### src/rtl/strap_cfg_pkg.sv
package strap_cfg_pkg;

   // byte-0 control bit positions
   localparam int B0_HIZ    = 0;
   localparam int B0_SPREAD = 1;
   localparam int B0_OVR    = 3;
   localparam int B0_DEPTH  = 7;

   // where each frequency strap appears in the readback image
   function automatic int rb_pos(input int fs_idx);
      case (fs_idx)
         0:       rb_pos = 12;
         1:       rb_pos = 43;
         2:       rb_pos = 13;
         default: rb_pos = 23;
      endcase
   endfunction

   // register-chosen frequency code, MSB first
   function automatic logic [3:0] ovr_code(input logic [7:0] b0);
      ovr_code = {b0[2], b0[6], b0[5], b0[4]};
   endfunction

endpackage

### src/rtl/ps_strap_capture.sv
module ps_strap_capture #(
   parameter int W = 5
) (
   input  logic         clk,
   input  logic         por_n,
   input  logic [W-1:0] pad_in,
   output logic [W-1:0] strap_q
);

   // tracks pads during reset; last reset-edge value is kept
   always_ff @(posedge clk) begin
      if (!por_n) strap_q <= pad_in;
   end

endmodule

### src/rtl/ps_cfg_decode.sv
module ps_cfg_decode
   import strap_cfg_pkg::*;
#(
   parameter int FS_W      = 4,
   parameter int IMG_W     = 48,
   parameter bit RB_INVERT = 1'b0
) (
   input  logic [FS_W-1:0]  strap_fs,
   input  logic [IMG_W-1:0] reg_img,
   output logic [FS_W-1:0]  freq_nxt,
   output logic             spread_nxt,
   output logic             wide_nxt,
   output logic             hiz_nxt,
   output logic [IMG_W-1:0] rd_img
);

   logic [7:0]      b0;
   logic [FS_W-1:0] rb_bits;

   assign b0         = reg_img[7:0];
   assign freq_nxt   = b0[B0_OVR] ? ovr_code(b0) : strap_fs;
   assign spread_nxt = b0[B0_SPREAD];
   assign wide_nxt   = b0[B0_DEPTH];
   assign hiz_nxt    = b0[B0_HIZ];

   generate
      if (RB_INVERT) begin : g_rb_inv
         assign rb_bits = ~strap_fs;
      end else begin : g_rb_true
         assign rb_bits = strap_fs;
      end
   endgenerate

   always_comb begin
      rd_img = reg_img;
      for (int i = 0; i < FS_W; i++) rd_img[rb_pos(i)] = rb_bits[i];
   end

endmodule

### src/rtl/ps_pad_ctrl.sv
module ps_pad_ctrl #(
   parameter int N_PADS      = 5,
   parameter int N_DUAL      = 2,
   parameter int SYNC_STAGES = 2
) (
   input  logic              clk,
   input  logic              por_n,
   input  logic              mode_desk,
   input  logic              hiz_nxt,
   input  logic [N_DUAL-1:0] dual_in,
   output logic [N_PADS-1:0] pad_oe,
   output logic [N_DUAL-1:0] dual_oe,
   output logic [N_DUAL-1:0] stop_req,
   output logic              outs_hiz
);

   logic              run_q;
   logic [N_DUAL-1:0] sync_q [SYNC_STAGES];

   always_ff @(posedge clk) sync_q[0] <= dual_in;

   generate
      for (genvar s = 1; s < SYNC_STAGES; s++) begin : g_sync
         always_ff @(posedge clk) sync_q[s] <= sync_q[s-1];
      end
   endgenerate

   always_ff @(posedge clk) begin
      run_q    <= por_n;
      outs_hiz <= por_n & hiz_nxt;
      pad_oe   <= (por_n && !hiz_nxt) ? '1 : '0;
      dual_oe  <= (por_n && !hiz_nxt && mode_desk) ? '1 : '0;
   end

   assign stop_req = (run_q && !mode_desk) ? ~sync_q[SYNC_STAGES-1] : '0;

endmodule

### src/rtl/strap_cfg_latch.sv
module strap_cfg_latch #(
   parameter int FS_W        = 4,
   parameter int N_DUAL      = 2,
   parameter int SYNC_STAGES = 2,
   parameter int REG_BYTES   = 6,
   parameter bit RB_INVERT   = 1'b0
) (
   input  logic                   clk,
   input  logic                   por_n,
   input  logic [FS_W:0]          pad_in,
   input  logic [8*REG_BYTES-1:0] reg_img,
   input  logic [N_DUAL-1:0]      dual_in,
   output logic [FS_W:0]          strap_word,
   output logic [FS_W:0]          pad_oe,
   output logic [N_DUAL-1:0]      dual_oe,
   output logic [N_DUAL-1:0]      stop_req,
   output logic [FS_W-1:0]        freq_sel,
   output logic                   spread_en,
   output logic                   spread_wide,
   output logic                   outs_hiz,
   output logic [8*REG_BYTES-1:0] rd_img
);

   localparam int STRAP_W = FS_W + 1;
   localparam int IMG_W   = 8 * REG_BYTES;
   localparam int MODE_IX = FS_W;

   generate
      if (FS_W != 4) begin : g_bad_fs
         $error("strap_cfg_latch: FS_W must be 4");
      end
      if (REG_BYTES < 6) begin : g_bad_img
         $error("strap_cfg_latch: REG_BYTES must be at least 6");
      end
      if (SYNC_STAGES < 1) begin : g_bad_sync
         $error("strap_cfg_latch: SYNC_STAGES must be at least 1");
      end
   endgenerate

   logic [FS_W-1:0] freq_nxt;
   logic            spread_nxt, wide_nxt, hiz_nxt;

   ps_strap_capture #(.W(STRAP_W)) u_cap (
      .clk     (clk),
      .por_n   (por_n),
      .pad_in  (pad_in),
      .strap_q (strap_word)
   );

   ps_cfg_decode #(.FS_W(FS_W), .IMG_W(IMG_W), .RB_INVERT(RB_INVERT)) u_dec (
      .strap_fs   (strap_word[FS_W-1:0]),
      .reg_img    (reg_img),
      .freq_nxt   (freq_nxt),
      .spread_nxt (spread_nxt),
      .wide_nxt   (wide_nxt),
      .hiz_nxt    (hiz_nxt),
      .rd_img     (rd_img)
   );

   ps_pad_ctrl #(.N_PADS(STRAP_W), .N_DUAL(N_DUAL), .SYNC_STAGES(SYNC_STAGES)) u_pad (
      .clk       (clk),
      .por_n     (por_n),
      .mode_desk (strap_word[MODE_IX]),
      .hiz_nxt   (hiz_nxt),
      .dual_in   (dual_in),
      .pad_oe    (pad_oe),
      .dual_oe   (dual_oe),
      .stop_req  (stop_req),
      .outs_hiz  (outs_hiz)
   );

   always_ff @(posedge clk) begin
      if (!por_n) begin
         freq_sel    <= '0;
         spread_en   <= 1'b0;
         spread_wide <= 1'b0;
      end else begin
         freq_sel    <= freq_nxt;
         spread_en   <= spread_nxt;
         spread_wide <= wide_nxt;
      end
   end

endmodule

### config.mk
export PLATFORM = sky130hd
export DESIGN_NAME = strap_cfg_latch
export DESIGN_NICKNAME = d
export VERILOG_FILES = /design/src/rtl/strap_cfg_pkg.sv /design/src/rtl/ps_strap_capture.sv /design/src/rtl/ps_cfg_decode.sv /design/src/rtl/ps_pad_ctrl.sv /design/src/rtl/strap_cfg_latch.sv
export SDC_FILE = /design/constraint.sdc
export NUM_CORES = 1
export LEC_CHECK = 0
export BUFFER_PORTS_ARGS = -buffer_cell sky130_fd_sc_hd__clkbuf_2
export CAP_MARGIN = 20
export CORE_UTILIZATION = 28
export CTS_CLUSTER_SIZE = 8
export DETAILED_ROUTE_END_ITERATION = 10
export PLACE_DENSITY = 0.77
export SYNTH_ARGS = -nofsm -noshare
export SYNTH_HDL_FRONTEND = slang
export SYNTH_HIERARCHICAL = 1
export SYNTH_SLANG_ARGS = --single-unit
### constraint.sdc
create_clock -name clk -period 0.9 [get_ports clk]
set_input_delay 0.18 -clock clk [delete_from_list [all_inputs] [get_ports clk]]
set_output_delay 0.18 -clock clk [all_outputs]
set_load 0.02 [all_outputs]
; ---- Word level (Yosys, flattened, before mapping)
; Memory sizes are Yosys's and may differ from the RTL's.
; Index checks and enable logic that the tools add are counted.
; Widths: inputs -> output; s select.
[word_totals]
wordCells = 20
memories = 1
output_inout_bits = 69
latch_bits = 0
ramBits = 4
reg_bits = 20
in_bits = 57
mem_bits_ro = 0
[mem_list]
columns = memory, words, word_bits, read_ports, rd_clocked_by_memory_dff, wr, line_no
row1 = u_pad.sync_q, 2, 2, 2, 0, 2, ps_pad_ctrl.sv:18  ; logic [N_DUAL-1:0] sync_q [SYNC_STAGES];
[classes]
mux = 4
eq_ne = 0
addsub = 0
shift = 0
n_reduce_logical = 5
n_div = 0
order_cmp = 0
mul = 0
bitwise_logic = 2
[op_table]
columns = operator, count
row1 = $mux 5, 1
row2 = $mux 2, 2
row3 = $mux 4, 1
row4 = $logic_and 1x1->1, 3
row5 = $logic_not 1->1, 2
row6 = $not 2->2, 1
row7 = $and 1x1->1, 1

; ---- Depth between registers and ports, before layout
[depth]
word_depth = 4
mapped_depth = 2
mapped_depth_nobuf = 2

; ---- Cells and area by module
; The synthesis kept the hierarchy.
[by_module_without_submodules]
columns = mod, instances, cells_each, area_each_um2
row1 = ps_cfg_decode, 1, 55, 427.9
row2 = ps_pad_ctrl, 1, 18, 235.2
row3 = strap_cfg_latch, 1, 12, 157.7
row4 = ps_strap_capture, 1, 6, 153.9

; ---- Least setup slack after synthesis
; No wires, ideal clock.
[synth_timing]
kind = register -> output
startpoint = register u_cap.strap_q[4]
endpoint = output port stop_req[0]
arrival_time_ps = 1077
path_stages_with_launch = 2
path_slack_ps = -357
path_buffers = 0
path_cell_list = edfxtp_1 > nor3b_1
[synth_between]
elab_chain_cells = 3
[synth_lines]
columns = element, line_no
row1 = start: declaration, ps_strap_capture.sv:7  ; output logic [W-1:0] strap_q
row2 = start signal: assignment, ps_strap_capture.sv:12  ; if (!por_n) strap_q <= pad_in;
row3 = $logic_not 1->1, ps_pad_ctrl.sv:35  ; assign stop_req = (run_q && !mode_desk) ? ~sync_q[SYNC_STAGES-1] : '0;
row4 = $logic_and 1x1->1, ps_pad_ctrl.sv:35
row5 = $mux 2, ps_pad_ctrl.sv:35
row6 = end: declaration, strap_cfg_latch.sv:16  ; output logic [N_DUAL-1:0] stop_req,
; Every way passes these cells.

; ---- Worst setup path in the final report
; Ends and elaborated chain as after synthesis.

==> run metrics <==
outcome finished, violations left; failing checks setup timing; Slew Limit Fails 0; flip-flop and latch count after synthesis 19; top cell type by total area after synthesis buf_4; Tmin final 1340 ps; WL met2 1090 um; total chip power 1.89 mW; RR Endpoint freq_sel[1]; most common cell after layout, fill and taps aside clkbuf_2; slowest CP cell edfxtp_1; Core Area 3340 sq um; initial antenna violation count 0; synthesized area 975 sq um; PD cells roughly 1500 nW/um^2; root buffer cell clkbuf_4; Syn Inst Count 91; met3 wire len 287 um; Static Leakage 0.576 nW; worst-case clock buffer depth 2; Hold Crit Start pad_in[1]; Final Hold Slack 56.3 ps; later-pin clock latency in the skew report around 290 ps; initial DRC count 11; first-pass GRT wire length 2310 um; commonest non-fill, non-tap cells in the layout clkbuf_2 (24), buf_8 (16), dfxtp_2 (7), buf_6 (7); Tightest Pin Transition approximately 220 ps; Routed WL about 1900 um; clock sink count 19; share of the synthesized area in the top cell type 0.431; Final HPWL DP 1530 um; Met1 Wirelength 522 um; Die Span Y 61 um; Worst R2R Setup Slack -210 ps; vias in the first global route 473; H-Tree Depth 1; count of different cell masters after synthesis 9; Initial Utilization 0.292; worst endpoint required time 720 ps; startpoint types flop; layout cells sized above 1 0.794; register share of total power 0.523; clock power share 0.227; num ports between 100 and 150; maxcap violations 0; Largest delay share family, worst path flip-flops; largest net degree at the start of global routing 13; Pint between 1 and 1.5 mW; routability cong. around 0.57; Post-DRT Antenna Nets 0; DIE AREA 3720 sq um; Max transition margin 0.850; antenna cells 0; uppermost layer routed met4; Combinational Power Share 0.250; Worst path max stage delay 490 ps; Area Overhead vs Synth 27.2%; CP arrival 1160 ps; Fill cells 343; # DRC 0; hold depth 1; post-synthesis sequential area ratio 0.442; kind of end point of the critical path primary output; gr usage total 0.0902; unrepaired setup endpoints after global routing true; setup ws final -436 ps; CTS tree built; Max IR drop VDD about 500 uV; Hold/Removal Path Class input pin to flop; Synth area leaders buf_4 (43%), dfxtp_1 (29%), edfxtp_1 (15%); critical path depth 2; Mapped Nets around 150; Die Wd 61 um; Detailed Routing Iterations Pass 1 4; period utilisation layout 1.48; Hold Violations, Final 0; DR vias/cell 3.81; Clock transition at path regs 110 ps; Crit Path Max Fanout 3; Avg Inst Size Synth 10.7 sq um; row cnt 21; TritonCTS Buffers 3; P_sw 0.506 mW; PortBufs 49; grt total ovfl 0; via count roughly 550; Buf/Inv on CP 1; Fmax 748 MHz; skew final between 2 and 2.5 ps; critical path cell sequence nor3b_4 -> clkbuf_8; yosys warns 6; Crit Path Class flop to primary output; FF-to-FF Start u_cap/strap_q[1]; Net Sw Frac 0.269; Reg2Reg Depth 3; drt wl/cell 13.3 um; hold endpoint u_cap/strap_q[1]; Final Net Count 155; endpoints failing setup 30
-- metal layers --
layer,global-route usage,vias to the layer above
met1,0.0849,247
li1,-,242
met2,0.171,54
met4,0.00649,0
met3,0.0576,2
met5,0,-
-- worst register-to-register path, cell delays in order (launching register included) --
cell	delay (ps)
edfxtp_1	470
buf_4	170
mux2_4	250
and2_1	130
-- how the worst max path moves through the flow --
stage                           from     endpoint  slack [ps]
floorplan           u_cap/strap_q[4]  stop_req[0]        -140
global placement    u_cap/strap_q[4]  stop_req[0]        -110
detailed placement  u_cap/strap_q[4]  stop_req[0]        -150
finish              u_cap/strap_q[4]  stop_req[0]        -440
global route        u_cap/strap_q[4]  stop_req[0]        -510
CTS                 u_cap/strap_q[4]  stop_req[0]        -460
-- cells in the mapped netlist --
master	n
buf_4	56
dfxtp_1	14
and2_1	7
edfxtp_1	5
mux2_2	4
nor3b_1	2
and3b_2	1
inv_1	1
nor2b_1	1
-- flip-flops by register name, indices dropped and copies added, names as in the netlist --
| register | flops |
|---|---|
| u_cap/strap_q | 5 |
| freq_sel | 4 |
| u_pad/sync_q | 4 |
| spread_en | 1 |
| spread_wide | 1 |
| u_pad/dual_oe | 1 |
| u_pad/outs_hiz | 1 |
| u_pad/pad_oe | 1 |
| u_pad/run_q | 1 |
-- cell families after synthesis --
group                  synth area share
AND/OR/NAND/NOR                  0.0770
flip-flops                        0.442
buffers and inverters             0.435
multiplexers                     0.0462
-- power by group through the flow --
stage | Sequential, mW | Combinational (mW) | Clock, mW
floorplan | 1.04 | 0.421 | 0
CTS | 0.976 | 0.419 | 0.462
global route | 0.993 | 0.502 | 0.494
finish | 0.986 | 0.471 | 0.428
detailed placement | 0.989 | 0.319 | 0
global placement | 0.988 | 0.317 | 0
-- area by class of cell --
type                       instances  area (sq um)  area share
clock buffer                       3          22.5      0.0182
clock inverter                     1          7.51     0.00605
inverter                           1          3.75     0.00303
multi-input combinational         15           156       0.126
sequential                        19           447       0.360
tap                               46          57.6      0.0464
timing repair buffer              58           546       0.440
-- what timing repair did --
item,CTS,global route
hold buffers,2,0
gates cloned,0,0
resized for setup,39,37
setup buffers,3,1
setup endpoints to repair,28,30
endpoints found under the hold margin,2,0
-- per-stage QoR --
stage / area (sq um) / std cells / setup TNS (ps) / setup slack, ps / utilization
after floorplan: 1010 / 91 / -734 / -138 / -
after global placement: 913 / 133 / -342 / -108 / 0.274
after detailed placement: 913 / 133 / -426 / -150 / 0.274
after CTS: 1170 / 142 / -4840 / -460 / 0.350
after global routing: 1240 / 143 / -5890 / -514 / 0.372
final: 1240 / 143 / -4500 / -436 / 0.372
No activity file was read; power rests on OpenSTA's default activity.
